==> src/rtl/joy_pkg.sv <==
package joy_pkg;

  typedef enum logic [1:0] {
    SEL_BOTH = 2'b00,
    SEL_LOW  = 2'b01,
    SEL_HIGH = 2'b10,
    SEL_CTRL = 2'b11
  } joy_sel_e;

endpackage

==> src/rtl/joy_key_mux.sv <==
module joy_key_mux #(
  parameter int NIB_W  = 4,
  parameter int CTRL_W = 2
) (
  input  logic [1:0]         sel,
  input  logic [2*NIB_W-1:0] keys,
  input  logic [CTRL_W-1:0]  ctrl,
  output logic [NIB_W-1:0]   nib
);
  import joy_pkg::*;

  logic [NIB_W-1:0]   ctrl_ext;
  logic [2*NIB_W-1:0] keys_gated;

  generate
    if (CTRL_W >= NIB_W) begin : g_ctrl_trunc
      assign ctrl_ext = ctrl[NIB_W-1:0];
    end else begin : g_ctrl_pad
      assign ctrl_ext = {{(NIB_W-CTRL_W){1'b0}}, ctrl};
    end
  endgenerate

  // another controller in focus hides the local keys
  assign keys_gated = (ctrl != '0) ? '0 : keys;

  always_comb begin
    unique case (joy_sel_e'(sel))
      SEL_CTRL: nib = ctrl_ext;
      SEL_HIGH: nib = keys_gated[2*NIB_W-1:NIB_W];
      SEL_LOW:  nib = keys_gated[NIB_W-1:0];
      default:  nib = keys_gated[2*NIB_W-1:NIB_W] | keys_gated[NIB_W-1:0];
    endcase
  end

endmodule

==> src/rtl/joy_dir_filter.sv <==
module joy_dir_filter #(
  parameter int NIB_W = 4,
  parameter int REG_W = 8
) (
  input  logic             en,
  input  logic [REG_W-1:0] val_i,
  output logic [REG_W-1:0] val_o
);
  import joy_pkg::*;

  localparam int PAIRS = NIB_W / 2;

  logic active;
  assign active = en && (joy_sel_e'(val_i[NIB_W+1:NIB_W]) == SEL_HIGH);

  assign val_o[REG_W-1:2*PAIRS] = val_i[REG_W-1:2*PAIRS];

  generate
    for (genvar p = 0; p < PAIRS; p++) begin : g_pair
      assign val_o[2*p+1:2*p] = (active && val_i[2*p+1:2*p] == 2'b00)
                                ? 2'b11 : val_i[2*p+1:2*p];
    end
  endgenerate

endmodule

==> src/rtl/joy_select_reg.sv <==
module joy_select_reg #(
  parameter int NIB_W  = 4,
  parameter int CTRL_W = 2
) (
  input  logic               clk,
  input  logic               rst,
  input  logic               wr_en,
  input  logic [2*NIB_W-1:0] wr_data,
  input  logic               rd_en,
  input  logic               poll_en,
  input  logic [2*NIB_W-1:0] keys,
  input  logic [CTRL_W-1:0]  ctrl_idx,
  input  logic               filter_en,
  output logic [2*NIB_W-1:0] rd_data,
  output logic               irq
);
  localparam int REG_W   = 2 * NIB_W;
  localparam int SEL_LSB = NIB_W;
  localparam logic [REG_W-1:0] LINE_ONES = {{(REG_W-NIB_W){1'b0}}, {NIB_W{1'b1}}};
  localparam logic [REG_W-1:0] HOLD_MASK = ~({{(REG_W-2){1'b0}}, 2'b11} << SEL_LSB);

  logic [REG_W-1:0] joy_q, rd_q, base, nxt, filt;
  logic [NIB_W-1:0] nib;
  logic             irq_q, ev, fell;

  assign ev   = wr_en | rd_en | poll_en;
  // a write supplies the select and forces the lines high first
  assign base = wr_en ? (wr_data | LINE_ONES) : joy_q;

  joy_key_mux #(.NIB_W(NIB_W), .CTRL_W(CTRL_W)) mux_i (
    .sel  (base[SEL_LSB+1:SEL_LSB]),
    .keys (keys),
    .ctrl (ctrl_idx),
    .nib  (nib)
  );

  assign nxt  = (HOLD_MASK | base) ^ {{(REG_W-NIB_W){1'b0}}, nib};
  assign fell = |(base[NIB_W-1:0] & ~nxt[NIB_W-1:0]);

  joy_dir_filter #(.NIB_W(NIB_W), .REG_W(REG_W)) filt_i (
    .en    (filter_en),
    .val_i (nxt),
    .val_o (filt)
  );

  always_ff @(posedge clk) begin
    if (rst) begin
      joy_q <= '1;
      rd_q  <= '1;
      irq_q <= 1'b0;
    end else begin
      irq_q <= ev & fell;
      if (ev)    joy_q <= nxt;
      if (rd_en) rd_q  <= filt;
    end
  end

  assign rd_data = rd_q;
  assign irq     = irq_q;

  assert_upper_ones_R2: assert property (@(posedge clk) disable iff (rst)
    (&rd_data[REG_W-1:SEL_LSB+2]) && (&joy_q[REG_W-1:SEL_LSB+2]));

  assert_sel_stored_R2: assert property (@(posedge clk) disable iff (rst)
    wr_en |=> joy_q[SEL_LSB+1:SEL_LSB] == $past(wr_data[SEL_LSB+1:SEL_LSB]));

  assert_ctrl_view_R5: assert property (@(posedge clk) disable iff (rst)
    (rd_en && !wr_en && joy_q[SEL_LSB+1:SEL_LSB] == 2'b11 && ctrl_idx == '0)
      |=> rd_data[NIB_W-1:0] == {NIB_W{1'b1}});

  assert_irq_cause_R7: assert property (@(posedge clk) disable iff (rst)
    irq |-> $past(ev));

  assert_hold_idle_R8: assert property (@(posedge clk) disable iff (rst)
    !ev |=> $stable(joy_q));

  assert_no_opposed_R9: assert property (@(posedge clk) disable iff (rst)
    (rd_en && filter_en) |=>
      (rd_data[SEL_LSB+1:SEL_LSB] != 2'b10 ||
       (rd_data[1:0] != 2'b00 && rd_data[3:2] != 2'b00)));

  assert_rd_hold_R11: assert property (@(posedge clk) disable iff (rst)
    !rd_en |=> $stable(rd_data));

endmodule

==> config.mk <==
export PLATFORM = sky130hd
export DESIGN_NAME = joy_select_reg
export DESIGN_NICKNAME = d
export VERILOG_FILES = /design/src/rtl/joy_pkg.sv /design/src/rtl/joy_key_mux.sv /design/src/rtl/joy_dir_filter.sv /design/src/rtl/joy_select_reg.sv
export SDC_FILE = /design/constraint.sdc
export NUM_CORES = 1
export LEC_CHECK = 0
export ABC_AREA = 0
export CORE_MARGIN = 3
export CORE_UTILIZATION = 43
export DETAILED_ROUTE_END_ITERATION = 12
export HOLD_SLACK_MARGIN = 0.08
export PLACE_DENSITY = 0.84
export SLEW_MARGIN = 20
export SYNTH_ARGS = -nofsm -noshare
export SYNTH_HDL_FRONTEND = slang
export SYNTH_SLANG_ARGS = --single-unit
==> constraint.sdc <==
create_clock -name clk -period 2.2 [get_ports clk]
set_input_delay 0.22 -clock clk [delete_from_list [all_inputs] [get_ports clk]]
set_output_delay 0.22 -clock clk [all_outputs]
set_load 0.1 [all_outputs]
# Word level (Yosys, flattened, before mapping)
# Cells that the tools add are included.
# Widths: inputs -> output; s select.
word_totals:
  word_cells: 26
  regBits: 15
  input_bits: 24
  output_inout_bits: 9
classes:
  muxes: 5
  n_bitwise: 7
  reduce_logical: 7
  n_eq_ne: 4
ops:
  columns: ["cell", "count"]
  rows:
  - ["$pmux 4 s3", 1]
  - ["$mux 8", 1]
  - ["$xor 8x4->8", 1]
  - ["$eq 2x2->1 const B", 3]
  - ["$mux 6", 1]
  - ["$and 4x4->4", 1]
  - ["$logic_not 2->1", 2]
  - ["$mux 2", 2]
  - ["$not 4->4", 1]
  - ["$or 4x4->4", 1]
  - ["$reduce_or 4->1", 1]
  - ["$logic_and 1x1->1", 3]
  - ["$eq 2x1->1 const B", 1]
  - ["$or 1x1->1", 2]
  - ["$reduce_bool 2->1", 1]
  - ["$and 1x1->1", 1]

# Depth between registers and ports, before layout
# Gate-level depths: netlist of run 1.
logic_depth:
  ltp_word: 9
  depth_mapped: 5

# Hierarchy
# Synthesis of run 1 repeated with hierarchy kept, for this count alone.
unflattened:
  cells_unflattened: 82
  area_unflattened_um2: 779.5
modules_own_cells:
  columns: ["mod", "seq_area_each_um2", "cells_per_inst", "area_each_um2", "n_inst"]
  rows:
  - ["joy_select_reg", 300.3, 61, 626.9, 1]
  - ["joy_dir_filter", 0.0, 9, 80.1, 1]
  - ["joy_key_mux", 0.0, 12, 72.6, 1]

# Least setup slack after synthesis of run 1
# No wires, ideal clock.
synth_path:
  kind: "input to register"
  from: "input port wr_en"
  to: "register rd_q[2], in the netlist rd_data[2]"
  setup_slack_ns: 0.885
  path_buffers: 1
  stages: 5
  arrival_ns: 1.192
  required_ns: 2.077
  cell_sequence: "buf_6 -> mux2i_4 -> a22o_2 -> a31oi_1 -> or2_2"
synth_between:
  elab_chain_cells: 7
  word_cells_on_any_way: 11
synth_rtl:
  columns: ["item", "line", "text"]
  rows:
  - ["start, declared", "joy_select_reg.sv:7", "input logic wr_en,"]
  - ["$mux 6 *", "joy_select_reg.sv:28", "assign base = wr_en ? (wr_data | LINE_ONES) : joy_q;"]
  - ["$eq 2x1->1 / $eq 2x2->1 (equally long branches)", "joy_key_mux.sv:27", "unique case (joy_sel_e'(sel))"]
  - ["$pmux 4 s3", "joy_key_mux.sv:27", null]
  - ["$xor 8x4->8 *", "joy_select_reg.sv:37", "assign nxt = (HOLD_MASK | base) ^ {{(REG_W-NIB_W){1'b0}}, nib};"]
  - ["$logic_not 2->1", "joy_dir_filter.sv:20", "assign val_o[2*p+1:2*p] = (active && val_i[2*p+1:2*p] == 2'b00)"]
  - ["$logic_and 1x1->1", "joy_dir_filter.sv:20", null]
  - ["$mux 2 *", "joy_dir_filter.sv:21", "? 2'b11 : val_i[2*p+1:2*p];"]
  - ["end signal, assigned", "joy_select_reg.sv:54", "if (rd_en) rd_q <= filt;"]
  - ["end, declared", "joy_select_reg.sv:22", "logic [REG_W-1:0] joy_q, rd_q, base, nxt, filt;"]
# Mark *: on every way between the ends. The rest lies on a longest branch, timed or not.
# A chain may end at the register's enable or synchronous reset.

# Worst setup path in the final report of run 1
layout_path:
  from: "input port wr_en"
  to: "register rd_q[0], in the netlist rd_data[0]"
# The elaborated chain is that of the path after synthesis.

==> results of run 1 <==
placed cells by master, fill, tap and decap left out, types with 2 or more instances in the layout:
| cell type | synthesis | routed |
|---|---|---|
| nor2_1 | 7 | 7 |
| or2_2 | 6 | 6 |
| clkbuf_4 | 0 | 3 |
| clkdlybuf4s50_1 | 0 | 17 |
| dfxtp_1 | 13 | 13 |
| o221ai_1 | 2 | 2 |
| o22ai_1 | 2 | 2 |
| nand3_1 | 2 | 2 |
| a31oi_1 | 2 | 2 |
| o31a_2 | 2 | 2 |
| a21oi_1 | 2 | 2 |
| a21boi_0 | 2 | 2 |
| nor3_1 | 2 | 2 |
| a32o_2 | 2 | 2 |
| a211o_1 | 4 | 4 |
| a22o_2 | 2 | 2 |
| nor3b_1 | 6 | 6 |
| nand2_1 | 2 | 2 |
| or2b_1 | 2 | 2 |
| conb_1 | 1 | 2 |
| mux2i_4 | 2 | 2 |
| buf_4 | 2 | 11 |
| nand4_1 | 2 | 2 |
flip-flops by register name, summed over array words and instances (netlist names):
name	count
joy_q	6
rd_data	6
irq	1
worst reg2reg max path: cells and delay by family, from the launching register on:
family	cells	cell delay, ns
DFF	1	0.39
AOI/OAI and AO/OA	3	0.77
and+or+nand+nor	1	0.10
synth_stat cells (4+ instances only):
cell type and n:
dfxtp_1 13, nor2_1 7, nor3b_1 6, or2_2 6, a211o_1 4, clkbuf_1 4
area by class of cell:
class | count | area share (%)
Multi-Input combinational cell | 59 | 43.6
Sequential cell | 13 | 26.2
Timing Repair Buffer | 28 | 25.5
Clock buffer | 4 | 2.65
Tap cell | 16 | 2.02
power by group:
group          switching, mW  internal (mW)  leakage [nW]
combinational          0.117         0.0735         0.238
clock                 0.0761         0.0703        0.0150
sequential           0.00747          0.249         0.107
total                  0.200          0.393         0.360
worst max path at each step:
stage | from | cells past startpoint | end
finish | wr_en | 6 | rd_data[0]$_SDFFE_PP1P_
global route | wr_en | 6 | rd_data[0]$_SDFFE_PP1P_
CTS | wr_en | 6 | rd_data[0]$_SDFFE_PP1P_
detailed placement | wr_en | 6 | rd_data[0]$_SDFFE_PP1P_
global placement | wr_en | 5 | irq$_SDFF_PP0_
floorplan | wr_en | 5 | rd_data[2]$_SDFFE_PP1P_
metal layers:
layer,part of all wire [%],vias up
met5,0,-
met4,1.3,0
met3,5.7,4
met2,49,26
met1,44,318
li1,-,345
logic make-up (layout without fill, tap and decap cells):
group / Yosys count / after routing / synth area share (%)
multiplexers: 3 / 3 / 7.70
other: 1 / 2 / 0.513
AO/OA/AOI/OAI: 22 / 22 / 24.8
AND/OR/NAND/NOR: 32 / 32 / 25.7
flip-flops: 13 / 13 / 35.6
buffers and inverters: 7 / 32 / 5.65
==> qor.txt, run 1 <==
Leak pwr: 0.360 nW
Multi-input gate area: 433 um2
Ys flop type: dfxtp_1
Worst Hold Path EP: joy_q[2]$_SDFFE_PP1P_
Post-route DRC: 0
H-tree levels: 1
Met3 Usage GRT: 4.98%
Type of the tightest min-delay check: flop to flop
Post-DP Area: 966 um2
Post-synth cell types: 29
Placer congestion estimate: 0.794
Critical Path RT: 2.42 ns
Most Crowded Layer GR: met2
CP arrival: 1.99 ns
Sum Neg Setup Slack: 0 ns
Synth area leader: dfxtp_1
Hold Crit Start: joy_q[2]$_SDFFE_PP1P_
Clk root buf: clkbuf_4
Async set-or-reset flop fraction in the synthesized netlist: 0%
Yosys reg bits: 13
Final WS setup: 0.426 ns
Largest net degree at the start of global routing: 15
Total grt overflow: 0
Max incr delay on CP: 0.69 ns
Layout Cells excl Fill: 120
Status: completed
Buf/Inv on CP: 2
# setup viols final: 0
Initial antenna violation count: 0
Wirelength per Cell: 13.7 um
# hold bufs at CTS: 0
Number of synthesized flops with an enable pin: 0
Setup CP Type: primary input to flop
Drt pass-1 iters: 5
Number of port buffers: 24
GRT met1 Usage: 21.1%
Final instance area: 992 um2
Final Hold Fails: 0
Fin Clk Skew: 0.00511 ns
CTS resizes: 0
Clk slew on worst S/H paths: 0.07 ns
Post-Route WL: 1.65 mm
Post-route clock period utilization: 80.6%
FILL cells: 137
Grt met2 use: 24.9%
CP max-delay cell: clkdlybuf4s50_1
R2r endpoint: irq$_SDFF_PP0_
Die height: 47.2 um
Top-Level Pins: 33
Fin. max-slew vios: 0
Die X: 47.2 um
Clock Latency Late Sink: 0.27 ns
RSZ-0062 raised after global routing: false
CTS Sinks: 13
Power per cell area: 598 mW/mm2
Clk buf depth: 2
VDD IR max: 0.000459 V
Register area share after synthesis: 35.6%
Mapped Area: 731 um2
Area share of the largest cell type after synthesis: 35.6%
Worst hold slack: 0.466 ns
Synth warn: 0
Cell family with most CP delay: buffers and inverters
Core ar.: 0.00156 mm2
R2r worst-path depth: 4
Hold depth: 1
Final Power: 0.593 mW
DRT iter0 DRCs: 21
HPWL reported at the end of detailed placement: 1.28 mm
Max cap viols: 0
Antenna diodes: 0
Starting Density: 46.9%
Max Freq: 564 MHz
Vias: 693
Crit start category: primary input
Setup slack at placement: 0.153 ns
Tmin final: 1.77 ns
Crit. End Element: flop
Largest cells by area after synthesis: dfxtp_1, mux2i_4, nor3b_1
First-pass GRT wire length: 2.53 mm
Synth Area per Inst: 9.37 um2
Rows: 14
Share of cells above drive strength 1: 28.8%
Layout Utilization: 63.6%
Final net count: 129
Post-Synthesis Cells: 78
Post-CTS Setup Bufs: 0
Worst-path cell chain: clkdlybuf4s50_1, mux2i_4, buf_4, nand3_1, o221ai_1, o31a_2
Die footprint: 0.00223 mm2
Detail Route Antenna Nets: 0
Cts bufs inserted: 3
Area grow syn2layout: 35.8%
Placed insts: 116
RR Startpoint: joy_q[5]$_SDFFE_PP1P_
Vias per Instance: 5.78
Register Area: 260 um2
CTS tree: done
Worst-path fanout max: 6
Number of global-route vias before repair: 578
Global Route Usage Sum: 16.2%
Flop-to-flop setup slack: 0.85 ns
(Power assumes the default switching activity.)
==> run 2, diff against run 1 <==
--- a/config.mk
+++ b/config.mk
@@ -7,10 +7,10 @@
 export LEC_CHECK = 0
 export ABC_AREA = 0
 export CORE_MARGIN = 3
-export CORE_UTILIZATION = 43
+export CORE_UTILIZATION = 40
 export DETAILED_ROUTE_END_ITERATION = 12
 export HOLD_SLACK_MARGIN = 0.08
-export PLACE_DENSITY = 0.84
+export PLACE_DENSITY = 0.79
 export SLEW_MARGIN = 20
 export SYNTH_ARGS = -nofsm -noshare
 export SYNTH_HDL_FRONTEND = slang
==> constraint.sdc (replaced) <==
create_clock -name clk -period 1.66 [get_ports clk]
set_input_delay 0.166 -clock clk [delete_from_list [all_inputs] [get_ports clk]]
set_output_delay 0.166 -clock clk [all_outputs]
set_load 0.1 [all_outputs]
==> run 2 against run 1 <==
  * Power up 40%
  * Critical path type unchanged
  * Setup slack worse by 0.33 ns
  * Critical endpoint is now joy_q[0]$_SDFFE_PP1P_
  * Combinational power up 53%
  * Routed wire length up 19%
  * Critical path depth up 1
  * Sequential power up 34%
  * Utilization up 6.9 points
  * Clock skew down 0.0021 ns
  * Global-route usage up 1.9 points
==> qor.txt, run 2 (synthesis results as in run 1) <==
Clock Latency Late Sink: 0.27 ns
Worst-path fanout max: 6
Rows: 14
Total grt overflow: 0
Critical Path RT: 1.83 ns
Leak pwr: 0.438 nW
Top-Level Pins: 33
Worst-path cell chain: clkdlybuf4s50_1, buf_4, mux2i_4, buf_4, a32o_2, nor3_1, a211o_1
Flop-to-flop setup slack: 0.33 ns
Type of the tightest min-delay check: flop to flop
Global Route Usage Sum: 18.1%
Number of global-route vias before repair: 737
Detail Route Antenna Nets: 0
Crit start category: primary input
First-pass GRT wire length: 3.37 mm
R2r endpoint: rd_data[0]$_SDFFE_PP1P_
Clk buf depth: 2
Max incr delay on CP: 0.45 ns
Number of port buffers: 24
Final Hold Fails: 0
Antenna diodes: 0
Die footprint: 0.00238 mm2
CP endpoint: joy_q[0]$_SDFFE_PP1P_
Share of cells above drive strength 1: 33.9%
Crit. End Element: flop
WP depth: 7
Tmin final: 1.56 ns
Die X: 48.7 um
Max Freq: 640 MHz
Layout Cells excl Fill: 136
Fin Clk Skew: 0.00304 ns
Starting Density: 45.3%
CTS Sinks: 13
Fin. max-slew vios: 0
R2r worst-path depth: 5
Max cap viols: 0
Core ar.: 0.00161 mm2
HPWL reported at the end of detailed placement: 1.58 mm
Clk slew on worst S/H paths: 0.08 ns
Final net count: 137
CTS tree: done
Commonest non-fill, non-tap cell in the layout: clkdlybuf4s50_1
Post-CTS Setup Bufs: 0
Die height: 48.7 um
CP max-delay cell: clkdlybuf4s50_1
Placer congestion estimate: 0.772
Crit. Startpoint: wr_en
Drt pass-1 iters: 4
Post-DP Area: 0.00110 mm2
Status: completed
Final instance area: 0.00114 mm2
# hold bufs at CTS: 0
Post-route DRC: 0
Post-route clock period utilization: 94.1%
Most frequent cell on the critical path: buf_4
Vias per Instance: 5.40
Wirelength per Cell: 14.4 um
Power per cell area: 732 mW/mm2
Cts bufs inserted: 3
Area grow syn2layout: 55.7%
DRT iter0 DRCs: 21
Post-Route WL: 1.96 mm
Placed insts: 131
VDD IR max: 0.000544 V
Vias: 735
Clk root buf: clkbuf_4
Setup CP Type: primary input to flop
RR Startpoint: joy_q[4]$_SDFFE_PP1P_
Largest net degree at the start of global routing: 10
CP arrival: 1.73 ns
CTS resizes: 0
Commonest cells after routing, fill and taps aside: clkdlybuf4s50_1, dfxtp_1, buf_4
# setup viols final: 0
Initial antenna violation count: 0
Cell family with most CP delay: buffers and inverters
Buf/Inv on CP: 3
H-tree levels: 1
==> run 2: worst min-delay path by stage <==
stage / endpoint / from / slack, ns / cells past startpoint
6_report: joy_q[3]$_SDFFE_PP1P_ / joy_q[3]$_SDFFE_PP1P_ / 0.47 / 1
5_1_grt: joy_q[1]$_SDFFE_PP1P_ / joy_q[1]$_SDFFE_PP1P_ / 0.48 / 1
4_1_cts: joy_q[3]$_SDFFE_PP1P_ / joy_q[3]$_SDFFE_PP1P_ / 0.47 / 1
3_5_place_dp: joy_q[3]$_SDFFE_PP1P_ / joy_q[3]$_SDFFE_PP1P_ / 0.45 / 1
3_3_place_gp: joy_q[2]$_SDFFE_PP1P_ / joy_q[2]$_SDFFE_PP1P_ / 0.44 / 1
2_1_floorplan: rd_data[5]$_SDFFE_PP1P_ / rst / 0.27 / 1
==> run 2: layout make-up <==
| cell class | instances | area [um2] |
|---|---|---|
| Tap cell | 24 | 30.0 |
| Sequential cell | 13 | 260 |
| Fill cell | 132 | 474 |
| Clock buffer | 4 | 26.3 |
| Timing Repair Buffer | 36 | 388 |
| Multi-Input combinational cell | 59 | 433 |
==> run 2: worst reg2reg max path, stage by stage (launching register included) <==
cell	delay (ns)
dfxtp_1	0.38
mux2i_4	0.11
buf_4	0.14
a32o_2	0.25
o221ai_1	0.22
o31a_2	0.17
==> run 2: stage by stage <==
| stage | hold WS, ns | power [mW] | worst slack (ns) | TNS (ns) | util [%] |
|---|---|---|---|---|---|
| CTS | 0.471 | 0.834 | 0.125 | 0 | 70.1 |
| floorplan | 0.273 | 0.523 | 0.351 | 0 | - |
| global placement | 0.439 | 0.631 | -0.136 | -1.04 | 68.5 |
| finish | 0.469 | 0.832 | 0.0987 | 0 | 70.6 |
| detailed placement | 0.449 | 0.638 | -0.155 | -1.22 | 68.5 |
| global route | 0.485 | 0.874 | -0.00370 | -0.00370 | 70.6 |
==> run 2: where the power goes <==
part           switching (mW)  internal (mW)
Combinational           0.161          0.128
Clock                   0.105         0.0931
Sequential             0.0138          0.330
Total                   0.281          0.552
==> run 2: routing by layer <==
| metal | vias up | wire, um | part of all wire (%) | GRT usage [%] |
|---|---|---|---|---|
| met5 | - | 0 | 0 | 0 |
| met4 | 0 | 6 | 0.31 | 4.27 |
| met3 | 2 | 110 | 5.6 | 4.29 |
| met2 | 27 | 1050 | 54 | 33.0 |
| met1 | 346 | 788 | 40 | 21.1 |
| li1 | 360 | - | - | - |
